===== config.mk =====
export PLATFORM = sky130hd
export DESIGN_NAME = usart_async
export DESIGN_NICKNAME = d
export VERILOG_FILES = /design/src/rtl/usart_pkg.sv /design/src/rtl/usart_ctrl.sv /design/src/rtl/usart_tx.sv /design/src/rtl/usart_rx.sv /design/src/rtl/usart_async.sv
export SDC_FILE = /design/constraint.sdc
export NUM_CORES = 1
export LEC_CHECK = 0
export ABC_AREA = 1
export BUFFER_PORTS_ARGS = -buffer_cell sky130_fd_sc_hd__buf_2
export CORE_MARGIN = 2
export CORE_UTILIZATION = 45
export CTS_CLUSTER_DIAMETER = 150
export DETAILED_ROUTE_END_ITERATION = 12
export GPL_ROUTABILITY_DRIVEN = 0
export GPL_TIMING_DRIVEN = 0
export MAX_ROUTING_LAYER = met4
export PLACE_DENSITY_LB_ADDON = 0.2
export SLEW_MARGIN = 20
export SYNTH_ARGS = -nofsm -noshare
export SYNTH_HDL_FRONTEND = slang
export SYNTH_SLANG_ARGS = --single-unit
export TNS_END_PERCENT = 10

===== constraint.sdc =====
create_clock -name clk -period 9 [get_ports clk]
set_clock_uncertainty 0.15 [all_clocks]
set_input_delay 0.45 -clock clk [delete_from_list [all_inputs] [get_ports clk]]
set_output_delay 0.45 -clock clk [all_outputs]
set_load 0.02 [all_outputs]

===== src/rtl/usart_pkg.sv =====
// Shared types for the asynchronous serial transceiver.
// Assumes the format word layout used by the control block and the datapaths.
package usart_pkg;
    typedef struct packed {
        logic [1:0] stop;    // stop length code
        logic       even;    // parity sense
        logic       par_en;  // parity present
        logic [1:0] len;     // character length code
        logic [1:0] baud;    // oversampling code
    } fmt_t;

    // Number of data bits for a length code.
    function automatic logic [3:0] char_bits(input logic [1:0] len);
        return 4'd5 + {2'b00, len};
    endfunction
endpackage


===== src/rtl/usart_ctrl.sv =====
// Control-space write decoder: format word versus command word.
// Assumes one-cycle write strobes; the command byte is only sampled, and error reset is a pulse.
module usart_ctrl
    import usart_pkg::*;
(
    input  logic       clk,
    input  logic       rst_n,
    input  logic       ctl_wr,
    input  logic [7:0] wdata,
    output fmt_t       fmt,
    output logic       tx_en,
    output logic       dtr,
    output logic       rx_en,
    output logic       brk,
    output logic       rts,
    output logic       err_clr
);
    logic want_fmt;

    // Error reset pulse for a command write with bit 4 set.
    assign err_clr = ctl_wr & ~want_fmt & ~wdata[6] & wdata[4];

    // Format pointer, format word and stored command bits.
    always_ff @(posedge clk) begin
        if (!rst_n) begin
            want_fmt <= 1'b1;
            fmt      <= '0;
            {tx_en, dtr, rx_en, brk, rts} <= '0;
        end else if (ctl_wr) begin
            if (want_fmt) begin
                fmt      <= fmt_t'(wdata);
                want_fmt <= 1'b0;
            end else if (wdata[6]) begin
                want_fmt <= 1'b1;
                {tx_en, dtr, rx_en, brk, rts} <= '0;
            end else begin
                tx_en <= wdata[0];
                dtr   <= wdata[1];
                rx_en <= wdata[2];
                brk   <= wdata[3];
                rts   <= wdata[5];
            end
        end
    end
endmodule


===== src/rtl/usart_tx.sv =====
// Transmitter: one holding register and a frame shifter timed by serial ticks.
// Assumes tick is a one-cycle pulse; a frame once started runs to its end.
module usart_tx
    import usart_pkg::*;
#(
    parameter int FAST = 16,
    parameter int SLOW = 64,
    parameter int DW   = 8
) (
    input  logic          clk,
    input  logic          rst_n,
    input  logic          tick,
    input  fmt_t          fmt,
    input  logic          tx_en,
    input  logic          brk,
    input  logic          wr,
    input  logic [DW-1:0] wdata,
    output logic          ser_out,
    output logic          tx_rdy,
    output logic          tx_empty
);
    localparam int CW = $clog2(2 * SLOW + 1);
    localparam int FW = DW + 3;

    logic [DW-1:0] hold, word;
    logic          full, busy, load;
    logic [FW-1:0] sh, frame;
    logic [3:0]    slot, last, nbits;
    logic [CW-1:0] cnt, unit, stop_len, cur_len;

    // Frame layout and bit lengths from the format word.
    always_comb begin
        unit  = (fmt.baud == 2'b11) ? CW'(SLOW) : CW'(FAST);
        case (fmt.stop)
            2'b10:   stop_len = unit + (unit >> 1);
            2'b11:   stop_len = unit << 1;
            default: stop_len = unit;
        endcase
        nbits = char_bits(fmt.len);
        last  = nbits + {3'b000, fmt.par_en} + 4'd1;
        for (int i = 0; i < DW; i++) word[i] = (i < int'(nbits)) ? hold[i] : 1'b0;
        frame = '1;
        frame[0] = 1'b0;
        for (int i = 0; i < DW; i++) if (i < int'(nbits)) frame[i+1] = hold[i];
        if (fmt.par_en) frame[nbits+4'd1] = (^word) ^ ~fmt.even;
        cur_len = (slot == last) ? stop_len : unit;
    end

    assign load = full & ~busy & tx_en;

    // Holding register: a bus write wins over a move into the shifter.
    always_ff @(posedge clk) begin
        if (!rst_n) begin
            hold <= '0;
            full <= 1'b0;
        end else if (wr) begin
            hold <= wdata;
            full <= 1'b1;
        end else if (load) begin
            full <= 1'b0;
        end
    end

    // Shifter and per-bit tick counter.
    always_ff @(posedge clk) begin
        if (!rst_n) begin
            sh   <= '1;
            busy <= 1'b0;
            slot <= '0;
            cnt  <= '0;
        end else if (load) begin
            sh   <= frame;
            busy <= 1'b1;
            slot <= '0;
            cnt  <= '0;
        end else if (busy && tick) begin
            if (cnt == cur_len - 1'b1) begin
                cnt <= '0;
                if (slot == last) begin
                    busy <= 1'b0;
                end else begin
                    slot <= slot + 4'd1;
                    sh   <= {1'b1, sh[FW-1:1]};
                end
            end else begin
                cnt <= cnt + 1'b1;
            end
        end
    end

    assign ser_out  = brk ? 1'b0 : (busy ? sh[0] : 1'b1);
    assign tx_rdy   = ~full;
    assign tx_empty = ~busy & ~full;
endmodule


===== src/rtl/usart_rx.sv =====
// Receiver: start-edge detect, mid-bit confirm, centre sampling, sticky error flags.
// Assumes rxd is already synchronised to clk and tick is a one-cycle pulse.
module usart_rx
    import usart_pkg::*;
#(
    parameter int FAST = 16,
    parameter int SLOW = 64,
    parameter int DW   = 8
) (
    input  logic          clk,
    input  logic          rst_n,
    input  logic          tick,
    input  logic          slow,
    input  logic [1:0]    len,
    input  logic          par_en,
    input  logic          even,
    input  logic          rx_en,
    input  logic          rxd,
    input  logic          rd_ack,
    input  logic          err_clr,
    output logic [DW-1:0] rx_data,
    output logic          rx_rdy,
    output logic          pe,
    output logic          oe,
    output logic          fe,
    output logic          done
);
    localparam int CW = $clog2(SLOW + 1);
    typedef enum logic [1:0] {R_IDLE, R_START, R_BITS, R_STOP} rx_state_e;

    rx_state_e     st;
    logic [CW-1:0] cnt, bit_len, half_len;
    logic [3:0]    idx, nbits, slots;
    logic [DW:0]   rbuf;
    logic [DW-1:0] word;
    logic          par_bad, bit_end;

    // Bit timing, data extraction and parity check.
    always_comb begin
        bit_len  = slow ? CW'(SLOW) : CW'(FAST);
        half_len = bit_len >> 1;
        nbits    = char_bits(len);
        slots    = nbits + {3'b000, par_en};
        for (int i = 0; i < DW; i++) word[i] = (i < int'(nbits)) ? rbuf[i] : 1'b0;
        par_bad  = par_en & ((^word) ^ rbuf[nbits] ^ ~even);
        bit_end  = (cnt == bit_len - 1'b1);
    end

    assign done = rx_en & tick & (st == R_STOP) & bit_end;

    // Frame state machine.
    always_ff @(posedge clk) begin
        if (!rst_n) begin
            st   <= R_IDLE;
            cnt  <= '0;
            idx  <= '0;
            rbuf <= '0;
        end else if (!rx_en) begin
            st <= R_IDLE;
        end else if (tick) begin
            case (st)
                R_IDLE: if (!rxd) begin
                    st  <= R_START;
                    cnt <= '0;
                end
                R_START: if (cnt == half_len - 1'b1) begin
                    cnt <= '0;
                    if (!rxd) begin
                        st   <= R_BITS;
                        idx  <= '0;
                        rbuf <= '0;
                    end else begin
                        st <= R_IDLE;
                    end
                end else begin
                    cnt <= cnt + 1'b1;
                end
                R_BITS: if (bit_end) begin
                    cnt       <= '0;
                    rbuf[idx] <= rxd;
                    idx       <= idx + 4'd1;
                    if (idx == slots - 4'd1) st <= R_STOP;
                end else begin
                    cnt <= cnt + 1'b1;
                end
                default: if (bit_end) begin
                    st  <= R_IDLE;
                    cnt <= '0;
                end else begin
                    cnt <= cnt + 1'b1;
                end
            endcase
        end
    end

    // Delivered character, ready flag and sticky errors; a completion wins over read and clear.
    always_ff @(posedge clk) begin
        if (!rst_n) begin
            rx_data <= '0;
            rx_rdy  <= 1'b0;
            {pe, oe, fe} <= '0;
        end else if (done) begin
            rx_data <= word;
            rx_rdy  <= 1'b1;
            oe      <= oe | (rx_rdy & ~rd_ack);
            pe      <= pe | par_bad;
            fe      <= fe | ~rxd;
        end else begin
            if (rd_ack) rx_rdy <= 1'b0;
            if (err_clr) {pe, oe, fe} <= '0;
        end
    end
endmodule


===== src/rtl/usart_async.sv =====
// Top level: bus decode, status byte, input synchroniser, transmitter and receiver.
// Assumes single-cycle bus strobes; read data is combinational on the select input.
module usart_async
    import usart_pkg::*;
#(
    parameter int FAST = 16,
    parameter int SLOW = 64
) (
    input  logic       clk,
    input  logic       rst_n,
    input  logic       baud_tick,
    input  logic       bus_ctl_sel,
    input  logic       bus_wr,
    input  logic       bus_rd,
    input  logic [7:0] bus_wdata,
    output logic [7:0] bus_rdata,
    output logic       ser_out,
    input  logic       ser_in,
    input  logic       modem_dsr,
    output logic       modem_dtr,
    output logic       modem_rts
);
    fmt_t       fmt;
    logic       tx_en, rx_en, brk_on, err_clr;
    logic       tx_rdy, tx_empty, rx_rdy, pe, oe, fe, rx_done;
    logic [7:0] rx_data, status;
    logic [1:0] in_sync;

    // Two-stage synchroniser for the serial input, idle high.
    always_ff @(posedge clk) begin
        if (!rst_n) in_sync <= 2'b11;
        else        in_sync <= {in_sync[0], ser_in};
    end

    usart_ctrl u_ctrl (
        .clk(clk), .rst_n(rst_n), .ctl_wr(bus_wr & bus_ctl_sel), .wdata(bus_wdata),
        .fmt(fmt), .tx_en(tx_en), .dtr(modem_dtr), .rx_en(rx_en), .brk(brk_on),
        .rts(modem_rts), .err_clr(err_clr)
    );

    usart_tx #(.FAST(FAST), .SLOW(SLOW), .DW(8)) u_tx (
        .clk(clk), .rst_n(rst_n), .tick(baud_tick), .fmt(fmt), .tx_en(tx_en),
        .brk(brk_on), .wr(bus_wr & ~bus_ctl_sel), .wdata(bus_wdata),
        .ser_out(ser_out), .tx_rdy(tx_rdy), .tx_empty(tx_empty)
    );

    usart_rx #(.FAST(FAST), .SLOW(SLOW), .DW(8)) u_rx (
        .clk(clk), .rst_n(rst_n), .tick(baud_tick), .slow(fmt.baud == 2'b11),
        .len(fmt.len), .par_en(fmt.par_en), .even(fmt.even), .rx_en(rx_en),
        .rxd(in_sync[1]), .rd_ack(bus_rd & ~bus_ctl_sel), .err_clr(err_clr),
        .rx_data(rx_data), .rx_rdy(rx_rdy), .pe(pe), .oe(oe), .fe(fe), .done(rx_done)
    );

    assign status    = {modem_dsr, 1'b0, fe, oe, pe, tx_empty, rx_rdy, tx_rdy};
    assign bus_rdata = bus_ctl_sel ? status : rx_data;
endmodule


Word-level counts from Yosys, hierarchy flattened
Index checks and enable logic that the tools add are counted.

Output and inout port bits: 11. Register bits: 83.

Add/subtract/negate cells: 13. Reduce and logical (&&, ||, !) cells: 24. Equality and inequality tests: 17. Order comparisons: 13. Bitwise logic cells: 30. Multiplexer cells: 83.

Operator list (count): 11-bit two-way mux (5); 1-bit two-way mux (48); 7-bit two-way mux (5); 9-bit two-way mux (3); 8-bit two-way mux (3); 9-bit case mux with 2 select lines (1); 4-bit by 1-bit adder with 4-bit output (second input constant) (4); 3-bit by 4-bit less-than comparator with 1-bit output (first input constant) (4); 8-bit case mux with 2 select lines (1); 8-bit parity (2); 4-bit by 5-bit less-than comparator with 1-bit output (second input constant) (3); 1-bit bitwise AND (14); 7-bit equality test (2); 7-bit case mux with 2 select lines (1); 2-bit nonzero test (7); 2-bit two-way mux (6); 4-bit two-way mux (3); 3-bit AND reduction (4); 6-bit AND reduction (2); 11-bit bitwise mux (1); 2-bit equality test (second input constant) (5); 1-bit NOT (10); 9-bit bitwise mux (1); 8-bit by 1-bit adder with 8-bit output (second input constant) (1); other kinds (27) (44).

Depth between registers and ports, before layout
Gate-level depths: netlist (run 1).

Word-level depth: 10. Depth in mapped cells: 22. Depth with buffers taken out: 22.

Cells and area by module
A second synthesis (run 1) with hierarchy kept.

Cell total of the unflattened synthesis: 763. Area total of the unflattened synthesis: 5193.7 µm².

Modules (own cells, without submodules): usart_tx (seq. area each 660.6 µm², cells each 326, instances 1, area each 2339.7 µm²); usart_rx (seq. area each 680.7 µm², cells each 323, instances 1, area each 2120.8 µm²); usart_ctrl (seq. area each 280.3 µm², cells each 75, instances 1, area each 546.8 µm²); usart_async (seq. area each 40.0 µm², cells each 39, instances 1, area each 186.4 µm²).

Least setup slack after synthesis (run 1)
No wires, ideal clock.

Path type: register -> register. Start: register u_ctrl.fmt[2] (netlist name). End: register u_tx.sh[1]. Cell stages (with the launch flop): 21. Setup slack: 5166 ps. Buffers on the path: 1. Arrival: 3551 ps. Setup time: 134 ps. Cell sequence: dfxtp_1 -> inv_1 -> ha_1 -> fa_1 -> inv_1 -> ha_1 -> xnor2_1 -> nand3_1 -> nor2_4 -> nand2_2 -> ha_1 -> xnor2_1 -> nor2_1 -> o21ai_1 -> nor2_1 -> nand2_2 -> nor2_8 -> nand2_4 -> buf_6 -> nand3_1 -> nand3_1.

Word-level cells in the longest chain between the ends: 9. Elaborated cells between the ends (all ways): 38. Those cells by class: 5 x add/sub; 10 x order compare; 3 x eq/ne; 15 x mux; 1 x bitwise; 4 x reduce/logical.

RTL lines: 3-bit by 2-bit adder with 4-bit output (*) (line usart_pkg.sv:14) `return 4'd5 + {2'b00, len};`; 4-bit by 1-bit adder with 4-bit output, on equally long branches (line usart_tx.sv:40, usart_tx.sv:45); 4-bit by 1-bit adder with 4-bit output, or another cell as far along (line usart_tx.sv:40) `last = nbits + {3'b000, fmt.par_en} + 4'd1;`; 4-bit equality test or 1-bit logical AND (tied branches) (line usart_tx.sv:46, usart_tx.sv:79, usart_tx.sv:45); 8-bit two-way mux or 1-bit two-way mux (tied branches) (line usart_tx.sv:46, usart_tx.sv:45); 8-bit by 1-bit subtractor with 8-bit output or 1-bit demux with 4-bit select (tied branches); 8-bit equality test or 11-bit bitwise mux (tied branches) (line usart_tx.sv:77, usart_tx.sv:45); 2-bit nonzero test (no line) or 11-bit two-way mux (tied branches); 3-bit AND reduction (no line) or 11-bit two-way mux (tied branches); to (signal assigned) (line usart_tx.sv:72) `sh <= frame;`; to (signal assigned) (line usart_tx.sv:83) `sh <= {1'b1, sh[FW-1:1]};`; to (decl) (line usart_tx.sv:27) `logic [FW-1:0] sh, frame;`.

Every way passes the cells marked *; elsewhere a longest branch is shown, timed or not. A chain may end at the register's enable or synchronous reset.

Worst setup path after layout (run 1)
Start: register u_ctrl.fmt[2] (netlist name). End: register u_tx.sh[8].

Word-level cells in the longest chain between the ends: 9. Elaborated cells between the ends (all ways): 38. Those cells by class: 5 x add/sub; 10 x order compare; 3 x eq/ne; 15 x mux; 1 x bitwise; 4 x reduce/logical.

RTL lines (line): 3-bit by 2-bit adder with 4-bit output (*) (usart_pkg.sv:14); 4-bit by 1-bit adder with 4-bit output, on equally long branches (usart_tx.sv:40, usart_tx.sv:45); 4-bit by 1-bit adder with 4-bit output, or another cell as far along (usart_tx.sv:40); 4-bit equality test or 1-bit logical AND (tied branches) (usart_tx.sv:46, usart_tx.sv:79, usart_tx.sv:45); 8-bit two-way mux or 1-bit two-way mux (tied branches) (usart_tx.sv:46, usart_tx.sv:45); 8-bit by 1-bit subtractor with 8-bit output or 1-bit demux with 4-bit select (tied branches); 8-bit equality test or 11-bit bitwise mux (tied branches) (usart_tx.sv:77, usart_tx.sv:45); 2-bit nonzero test (no line) or 11-bit two-way mux (tied branches); 3-bit AND reduction (no line) or 11-bit two-way mux (tied branches).

Marks and branches as above.

==> results.ini, run 1 <==
[route]
drcViolationCount = 0
drtIter0Drc = 207
vias = 4337
ant_nets = 0
wl_um = 11070
wl_per_cell_um = 12.96
drt-pass1-iter-count = 5
vias_per_cell = 5.078

[power_and_ir_drop]
p_leak_uw = 0.002129
powerDensity_nw_per_um2 = 152.2
ir_drop_mv = 0.07404

[yosys]
syn-cell-area_sq_um = 4634
synth_seq_cells = 83
synth_top_area_share_pct = 35.85
yosysSeqAreaShare_pct = 35.85
yosysTopAreaCell = dfxtp_1
synth_nets = 714
synthArstFlopShare_pct = 0
synth_flop_cell = dfxtp_1
ys_types = 36
synth_warnings = 0
synth_cells = 677
syn_area_per_cell_sq_um = 6.846
synth_edf_count = 0
ys_top_cells_by_area = dfxtp_1, nand2_1, nand3_1

[floorplanning]
initial_core_util_pct = 45.71
die_area_sq_um = 11130
die_h_um = 105.5
io_pins = 27
die_width_um = 105.5
core_area_sq_um = 10140
std_cell_rows = 37

[worst_setup_path]
cp.arrival_ns = 4.42
worst_setup_path_start_kind = flip-flop
critPathMaxFanout = 10
cp-end-kind = flip-flop
crit_type = flip-flop to flip-flop
worstPathRequired_ns = 9.09

[clocking]
post_cts_buffers = 0
cts.reportedPaths.clkPinSlew_ns = 0.10
clockBufferDepth = 2
post_cts_resized = 0
cts_root_buf = clkbuf_8
htree_num_levels = 3
cts_tree = built
clock_latency_ns = 0.37
numClockSinks = 83
cts_buffers = 9
cts_hold_buf = 0

[timing]
hold_viol = 0
tightest_slew_ns = 0.7655
hold_ws_ns = 0.1127
max_slew_margin_pct = 48.97
period_needed_ns = 4.336
fmax_ghz = 0.2306
setup_violations = 0
min_period_over_period_pct = 48.18
fin_ws_ns = 4.664
rsz0062_at_grt = no
fin_setup_tns_ns = 0
drv_slew = 0

[cells_and_area]
seqCellArea_sq_um = 1662
area_growth_pct = 11.39
drive_above_1_share_pct = 8.078
final_cells = 854
diodes = 0
fillCellCount = 1028
multi_input_area_sq_um = 2589
nNetsFinal = 750
fin_area_sq_um = 5162

[placement]
place_area_sq_um = 4930
dp_cells = 838
dp_hpwl_um = 8417
io_buffer_count = 25
dp_slack_ns = 4.671

[min_path]
min_path_type = input port to flip-flop

[global_routing]
grt_usage_pct = 21.15
grt_max_degree = 17
grt.overflow.total = 0
antenna_found_initial = 0
grt_pass1_vias = 3973
grt_pass1_wl_um = 18470

[run]
maxCapViolations = 0

[run_status]
status = finished clean

## critical path, cell delays in order, from the launching register on
cell	delay, ns
dfxtp_1	0.56
inv_1	0.24
ha_1	0.26
fa_1	0.56
inv_1	0.06
ha_1	0.32
xnor2_1	0.19
nand3_1	0.15
nor2_4	0.22
nand2_2	0.10
ha_1	0.32
xnor2_1	0.13
nor2_1	0.09
o21ai_1	0.06
nor2_1	0.14
nand2_2	0.11
nor2_8	0.15
nand2_4	0.09
buf_6	0.15
nand3_1	0.07
nand3_1	0.09
## metal layers
| metal | track usage (%) | vias up | share of wire (%) |
|---|---|---|---|
| li1 | - | 2279 | - |
| met1 | 27.14 | 1995 | 49 |
| met2 | 34.01 | 51 | 47 |
| met3 | 4.391 | 12 | 2.9 |
| met4 | 5.524 | 0 | 1.2 |
| met5 | - | - | 0 |
## synth_stat cells, types with 2 or more instances
master and n:
dfxtp_1 83, xnor2_1 9, nand3_1 68, nand2_1 143
and2_1 2, xor2_1 21, nand2_2 6, o22ai_1 3
a211oi_1 3, o21ai_1 4, o21ai_0 52, nand4_1 11
a21oi_1 62, nor2_1 66, or2_2 4, nor3_1 6
o21bai_1 2, ha_1 20, clkbuf_1 16, inv_1 80
## path summary, 6_finish.rpt
kind / from / endpoint / slack, ns / cells after the start
setup / recovery: u_ctrl.fmt[2] / u_tx.sh[8] / 4.66 / 20
hold reg to reg: in_sync[0] / in_sync[1] / 0.27 / 1
hold / removal: ser_in / in_sync[0] / 0.11 / 2
setup reg to reg: u_ctrl.fmt[2] / u_tx.sh[8] / 4.66 / 20
## power breakdown
part           internal, uW  total (uW)  switching, uW
Combinational          29.5        90.8           61.3
Clock                   162         316            154
Sequential              374         379           5.10
## registers in the layout, indices dropped and copies added (netlist names), 2 cells and up
register,flops
u_tx.hold,8
u_rx.idx,4
u_rx.st,2
u_tx.cnt,8
u_tx.slot,4
u_rx.rx_data,8
u_ctrl.fmt,8
in_sync,2
u_tx.sh,11
u_rx.cnt,7
u_rx.rbuf,9
## cell type report
| cell class | instances | share of cell area, % |
|---|---|---|
| Timing Repair Buffer | 25 | 2.424 |
| Clock inverter | 7 | 2.109 |
| Multi-Input combinational cell | 494 | 50.15 |
| Inverter | 82 | 5.962 |
| Sequential cell | 83 | 32.19 |
| Buffer | 18 | 1.478 |
| Tap cell | 136 | 3.296 |
| Clock buffer | 9 | 2.399 |
## cell families (layout without fill, tap and decap cells)
group,count (synthesis),in the layout,synth area share (%)
AND/OR/NAND/NOR,312,312,29.54
XOR/XNOR,30,30,5.670
flip-flops,83,83,35.85
buffers and inverters,100,141,8.288
AO/OA/AOI/OAI,131,131,14.82
adder cells (fa/ha/maj),21,21,5.832
## stage by stage
step / power (uW) / utilization [%]
global route: 818.1 / 50.92
CTS: 792.9 / 50.92
global placement: 474.1 / 48.62
finish: 785.5 / 50.92
floorplan: 451.5 / -
detailed placement: 477.2 / 48.62
## cell usage in the layout, fill, tap and decap left out, types with 2 or more instances in the layout
master / n
bufinv_16: 2
nor2_1: 66
o22ai_1: 3
nand2_2: 6
nand3_1: 68
o21bai_1: 2
buf_2: 26
a211oi_1: 3
nor3_1: 6
clkbuf_8: 9
nand2_1: 143
xnor2_1: 9
clkinv_4: 2
o21ai_1: 4
clkbuf_1: 16
a21oi_1: 62
inv_1: 80
and2_1: 2
o21ai_0: 52
ha_1: 20
nand4_1: 11
inv_8: 2
dfxtp_1: 83
or2_2: 4
xor2_1: 21
Note: power is estimated with default switching activity, not from simulation.
==> run 2, diff against run 1 <==
--- a/config.mk
+++ b/config.mk
@@ -5,7 +5,7 @@
 export SDC_FILE = /design/constraint.sdc
 export NUM_CORES = 1
 export LEC_CHECK = 0
-export ABC_AREA = 1
+export ABC_AREA = 0
 export BUFFER_PORTS_ARGS = -buffer_cell sky130_fd_sc_hd__buf_2
 export CORE_MARGIN = 2
 export CORE_UTILIZATION = 45
==> constraint.sdc (replaced) <==
create_clock -name clk -period 3.8 [get_ports clk]
set_clock_uncertainty 0.15 [all_clocks]
set_input_delay 0.19 -clock clk [delete_from_list [all_inputs] [get_ports clk]]
set_output_delay 0.19 -clock clk [all_outputs]
set_load 0.02 [all_outputs]
==> run 2 against run 1 <==
Combinational power rose by 120%. Worst hold slack worse by 0.082 ns. Highest routed layer unchanged. Count of clock-buffer cells in the layout rose by 2. Fmax increased by 15%.
==> results.ini, run 2 <==
[run_status]
status = finished clean

[yosys]
synth_seq_cells = 83
yosysTopAreaCell = dfxtp_1
ys_types = 57
synth_nets = 579
synth_warnings = 0
synth_flop_cell = dfxtp_1
ys_top_cells_by_area = dfxtp_1, nand2_1, a21oi_1
yosysMostFrequentCell = dfxtp_1
synthArstFlopShare_pct = 0
syn_area_per_cell_sq_um = 8.394
synth_top_area_share_pct = 36.52
ys_top_cells_by_count = dfxtp_1, nand2_1, a21oi_1
syn-cell-area_sq_um = 4549
synth_cells = 542
yosysSeqAreaShare_pct = 36.52
synth_edf_count = 0

[cells_and_area]
drive_above_1_share_pct = 15.13
diodes = 0
area_growth_pct = 18.23
top_regs = u_tx.sh: 11 flops, u_rx.rbuf: 9 flops
final_common_cell = dfxtp_1
top_register = u_tx.sh
largest_reg_flops = 11
final_cell_mix = dfxtp_1, nand2_1, a21oi_1, nor2_1, buf_2
multi_input_area_sq_um = 2846
utilization_pct = 55.03
fillCellCount = 936
nNetsFinal = 640
seqCellArea_sq_um = 1669

[route]
wl_per_cell_um = 14.73
vias_per_cell = 5.327
drtIter0Drc = 146
wl_um = 10910
drt-pass1-iter-count = 4
drcViolationCount = 0
vias = 3947
ant_nets = 0

[power_and_ir_drop]
powerDensity_nw_per_um2 = 321.8
p_leak_uw = 0.002002
ir_drop_mv = 0.1389
p_total_uw = 1731

[timing]
setup_violations = 0
rsz0062_at_grt = yes
hold_ws_ns = 0.03111
hold_viol = 0
drv_slew = 0
fmax_ghz = 0.2641
max_slew_margin_pct = 45.48
tightest_slew_ns = 0.8115
min_period_over_period_pct = 99.65
period_needed_ns = 3.787

[worst_setup_path]
slowest_stage = fa_2
worst_setup_path_start_kind = flip-flop
cpPeakStageDelay_ns = 0.63
critPathMaxFanout = 7
cp_common_cell = ha_4
worstPathRequired_ns = 3.86
path_cells = inv_4 -> ha_4 -> fa_2 -> inv_2 -> ha_4 -> xnor2_2 -> o211a_4 -> and2_4 -> nand2_2 -> nand2_2 -> ha_4 -> nor2_1 -> and4_4 -> or3_1 -> a221oi_4 -> a211oi_1
cp-end-kind = flip-flop
crit_type = flip-flop to flip-flop
cp.arrival_ns = 3.85

[min_path]
min_path_type = input port to flip-flop

[clocking]
cts_tree = built
cts_buffers = 9
numClockSinks = 83
htree_num_levels = 3
clockBufferDepth = 2
cts_root_buf = clkbuf_8
cts.reportedPaths.clkPinSlew_ns = 0.09
clock_latency_ns = 0.36

[run]
maxCapViolations = 0

[global_routing]
grt_max_degree = 15
antenna_found_initial = 0
grt_usage_pct = 21.45
grt_pass1_wl_um = 18530
grt_pass1_vias = 3822
grt.overflow.total = 0

[placement]
io_buffer_count = 26
dp_hpwl_um = 7997

[floorplanning]
core_area_sq_um = 9774
die_area_sq_um = 10930
die_width_um = 104.5
std_cell_rows = 36
die_h_um = 104.5
initial_core_util_pct = 46.54
io_pins = 27

-- run 2: changes by cell type after synthesis, sizes merged, moves of 11 or more --
| cell | change |
|---|---|
| mux2i | +26 |
| nand3 | -52 |
| o21ai | -40 |
| xnor2 | +17 |
| inv | -64 |
| nand2 | -72 |
| nor2 | -25 |
| a22oi | +11 |
-- run 2: power by group --
part | leakage (uW) | total [uW] | internal, uW | switching (uW)
combinational | 0.00123 | 196 | 88.5 | 107
clock | 0.0000945 | 643 | 308 | 334
sequential | 0.000673 | 892 | 880 | 12.7
-- run 2: worst max-delay path, delay by kind of cell (launching register included) --
family                     cells  cell delay (ns)
DFF                            1             0.37
AOI/OAI and AO/OA              3             0.80
xor gates and xnor gates       1             0.11
and+or+nand+nor                6             0.89
buffers and inverters          2             0.10
adders and majority gates      4             1.23
-- run 2: layout make-up --
cell class	instances	share of cell area [%]
inverters	17	1.233
well taps	133	3.094
clock buffers	11	2.442
clock inverters	5	1.140
repair buffers	50	6.281
multi-input cells	418	52.92
plain buffers	24	1.861
flip-flops and latches	83	31.03
-- run 2: logic make-up after synthesis --
group                      count (synthesis)  share of synthesized area [%]
and+or+nand+nor                          207                          21.95
AOI/OAI and AO/OA                        112                          15.57
DFF                                       83                          36.52
xor gates and xnor gates                  44                          8.471
buffers and inverters                     41                          3.603
muxes                                     34                          7.948
adders and majority gates                 21                          5.941
-- run 2: stage by stage --
step / setup TNS (ns) / cells / area (sq um) / setup slack (ns)
floorplan: -0.5449 / 542 / 4631 / -0.09691
global placement: -5.237 / 701 / 4927 / -0.4353
detailed placement: -5.959 / 701 / 4927 / -0.4763
CTS: -0.1066 / 734 / 5315 / -0.03358
global route: -2.734 / 741 / 5379 / -0.1985
finish: 0 / 741 / 5379 / 0.01346
-- run 2: metal layers --
layer | up-vias | share of wire, % | wire length, um | track usage (%)
li1 | 2013 | - | - | -
met1 | 1838 | 47 | 5182 | 28.20
met2 | 82 | 47 | 5139 | 33.75
met3 | 14 | 4.0 | 434 | 3.681
met4 | 0 | 1.4 | 156 | 6.757
met5 | - | 0 | 0 | -
-- run 2: path summary, 6_finish.rpt --
check / from / end / slack (ns) / cells past startpoint
max: u_ctrl.fmt[2] / u_tx.busy / 0.01 / 16
min: baud_tick / u_tx.cnt[1] / 0.03 / 3
max reg2reg: u_ctrl.fmt[2] / u_tx.busy / 0.01 / 16
min reg2reg: in_sync[0] / in_sync[1] / 0.27 / 1
-- run 2: repair_timing --
action	in CTS	in global routing
hold buffers	9	0
gates cloned	0	1
endpoints found under the hold margin	20	0
setup buffers	8	6
setup endpoints to repair	22	21
pin swaps	4	5
gates resized for setup	8	3
==> run 3, diff against run 2 <==
==> constraint.sdc (replaced) <==
create_clock -name clk -period 3.7 [get_ports clk]
set_clock_uncertainty 0.15 [all_clocks]
set_input_delay 0.185 -clock clk [delete_from_list [all_inputs] [get_ports clk]]
set_output_delay 0.185 -clock clk [all_outputs]
set_load 0.02 [all_outputs]
==> run 3 against run 2 <==
The flow now finishes with violations (setup timing). Combinational power is 3% higher. Count of clock-buffer cells in the layout stayed put. Critical path depth is 1 lower.
==> results.ini, run 3 (synthesis gave the netlist of run 2 again) <==
[run_status]
status = complete, but fails checks
violations = setup timing

[power_and_ir_drop]
p_leak_uw = 0.002002
ir_drop_mv = 0.1420
powerDensity_nw_per_um2 = 330.5
p_total_uw = 1778

[clocking]
cts_tree = built
clockBufferDepth = 2
cts_root_buf = clkbuf_8
cts_buffers = 9
numClockSinks = 83
htree_num_levels = 3
clock_latency_ns = 0.36
cts.reportedPaths.clkPinSlew_ns = 0.09

[timing]
hold_viol = 0
fmax_ghz = 0.2631
fin_setup_tns_ns = -1.201
setup_violations = 21
drv_slew = 0
period_needed_ns = 3.801
max_slew_margin_pct = 41.89
rsz0062_at_grt = yes
fin_ws_ns = -0.1012
tightest_slew_ns = 0.8651
min_period_over_period_pct = 102.7

[cells_and_area]
top_regs = u_tx.sh: 11 flops, u_rx.rbuf: 9 flops
fillCellCount = 935
multi_input_area_sq_um = 2846
nNetsFinal = 640
top_register = u_tx.sh
seqCellArea_sq_um = 1669
area_growth_pct = 18.23
drive_above_1_share_pct = 15.13
final_common_cell = dfxtp_1
diodes = 0
largest_reg_flops = 11
final_cell_mix = dfxtp_1, nand2_1, a21oi_1, nor2_1, buf_2
fin_area_sq_um = 5379

[placement]
place_area_sq_um = 4927
io_buffer_count = 26
dp_hpwl_um = 7997

[route]
drcViolationCount = 0
ant_nets = 0
wl_per_cell_um = 14.78
vias = 3930
drtIter0Drc = 138
wl_um = 10950
vias_per_cell = 5.304
drt-pass1-iter-count = 4

[global_routing]
grt_usage_pct = 21.46
grt_max_degree = 15
grt_pass1_wl_um = 18550
grt.overflow.total = 0
antenna_found_initial = 0
grt_pass1_vias = 3820

[worst_setup_path]
cp.arrival_ns = 3.86
critPathMaxFanout = 5
cp-end-kind = flip-flop
r2r-end = u_tx.sh[9]
r2r-start = u_ctrl.fmt[2]
worst_setup_path_start_kind = flip-flop
crit_type = flip-flop to flip-flop
ff2ff_path_depth = 15
regToRegSetupSlack_ns = -0.10
worstPathRequired_ns = 3.76

[min_path]
min_path_type = input port to flip-flop
hold_depth = 3
hold_start = baud_tick
holdPathEnd = u_tx.cnt[1]

[floorplanning]
die_h_um = 104.5
die_area_sq_um = 10930
die_width_um = 104.5
io_pins = 27
std_cell_rows = 36
initial_core_util_pct = 46.54
core_area_sq_um = 9774

[run]
maxCapViolations = 0

-- run 3: cell counts in the layout (fill, tap and decap cells not counted) --
No cell type changed its count.
-- run 3: final cells by class --
class | instances | share of cell area [%]
Timing Repair Buffer | 50 | 6.281
Sequential cell | 83 | 31.03
Buffer | 24 | 1.861
Inverter | 17 | 1.233
Multi-Input combinational cell | 418 | 52.92
Tap cell | 133 | 3.094
Clock buffer | 11 | 2.442
Clock inverter | 5 | 1.140
-- run 3: worst max-delay path, cell delays in order, from the launching register on --
cell	delay, ns
dfxtp_4	0.37
inv_4	0.04
ha_4	0.15
fa_2	0.64
inv_2	0.06
ha_4	0.28
xnor2_2	0.11
o211a_4	0.18
nand4_1	0.16
ha_4	0.32
xor2_1	0.16
nand2_2	0.10
a2111oi_4	0.43
buf_2	0.23
mux2i_1	0.19
a22oi_1	0.08
-- run 3: report_power, final --
| group | internal [uW] | switching, uW |
|---|---|---|
| combinational | 91.0 | 111 |
| clock | 317 | 343 |
| sequential | 903 | 13.0 |
-- run 3: repair_timing --
action                                  4_1_cts  5_1_grt
gates cloned                                  0        1
endpoints found under the hold margin        21        0
endpoints found under the setup margin       22       22
pin swaps                                     6        4
hold buffers                                  9        0
gates resized for setup                       8        3
setup buffers                                 8        6
-- run 3: worst max-delay path by stage --
stage | slack (ns) | cells after the start | start | endpoint
5_1_grt | -0.30 | 15 | u_ctrl.fmt[2] | u_tx.sh[8]
4_1_cts | -0.13 | 17 | u_ctrl.fmt[2] | u_tx.sh[6]
6_report | -0.10 | 15 | u_ctrl.fmt[2] | u_tx.sh[9]
2_1_floorplan | -0.20 | 17 | u_ctrl.fmt[2] | u_tx.sh[4]
3_5_place_dp | -0.58 | 16 | u_ctrl.fmt[2] | u_tx.sh[7]
3_3_place_gp | -0.54 | 15 | u_ctrl.fmt[2] | u_tx.sh[7]
-- run 3: per-stage QoR --
| step | setup slack [ns] | hold WS [ns] | std cells | utilization [%] |
|---|---|---|---|---|
| 2_1_floorplan | -0.1969 | 0.1365 | 542 | - |
| 3_3_place_gp | -0.5353 | 0.2201 | 701 | 50.41 |
| 3_5_place_dp | -0.5763 | 0.2247 | 701 | 50.41 |
| 4_1_cts | -0.1336 | 0.008573 | 734 | 54.38 |
| 5_1_grt | -0.2987 | 0.03753 | 741 | 55.03 |
| 6_report | -0.1012 | 0.02609 | 741 | 55.03 |
-- run 3: routing by layer --
metal  part of all wire, %  track usage [%]  up-vias  wire length, um
met4                   1.4            6.757        0              153
met1                    49            28.24     1834             5331
li1                      -                -     2015                -
met3                   3.1            3.681       14              341
met5                     0                -        -                0
met2                    47            33.75       67             5126
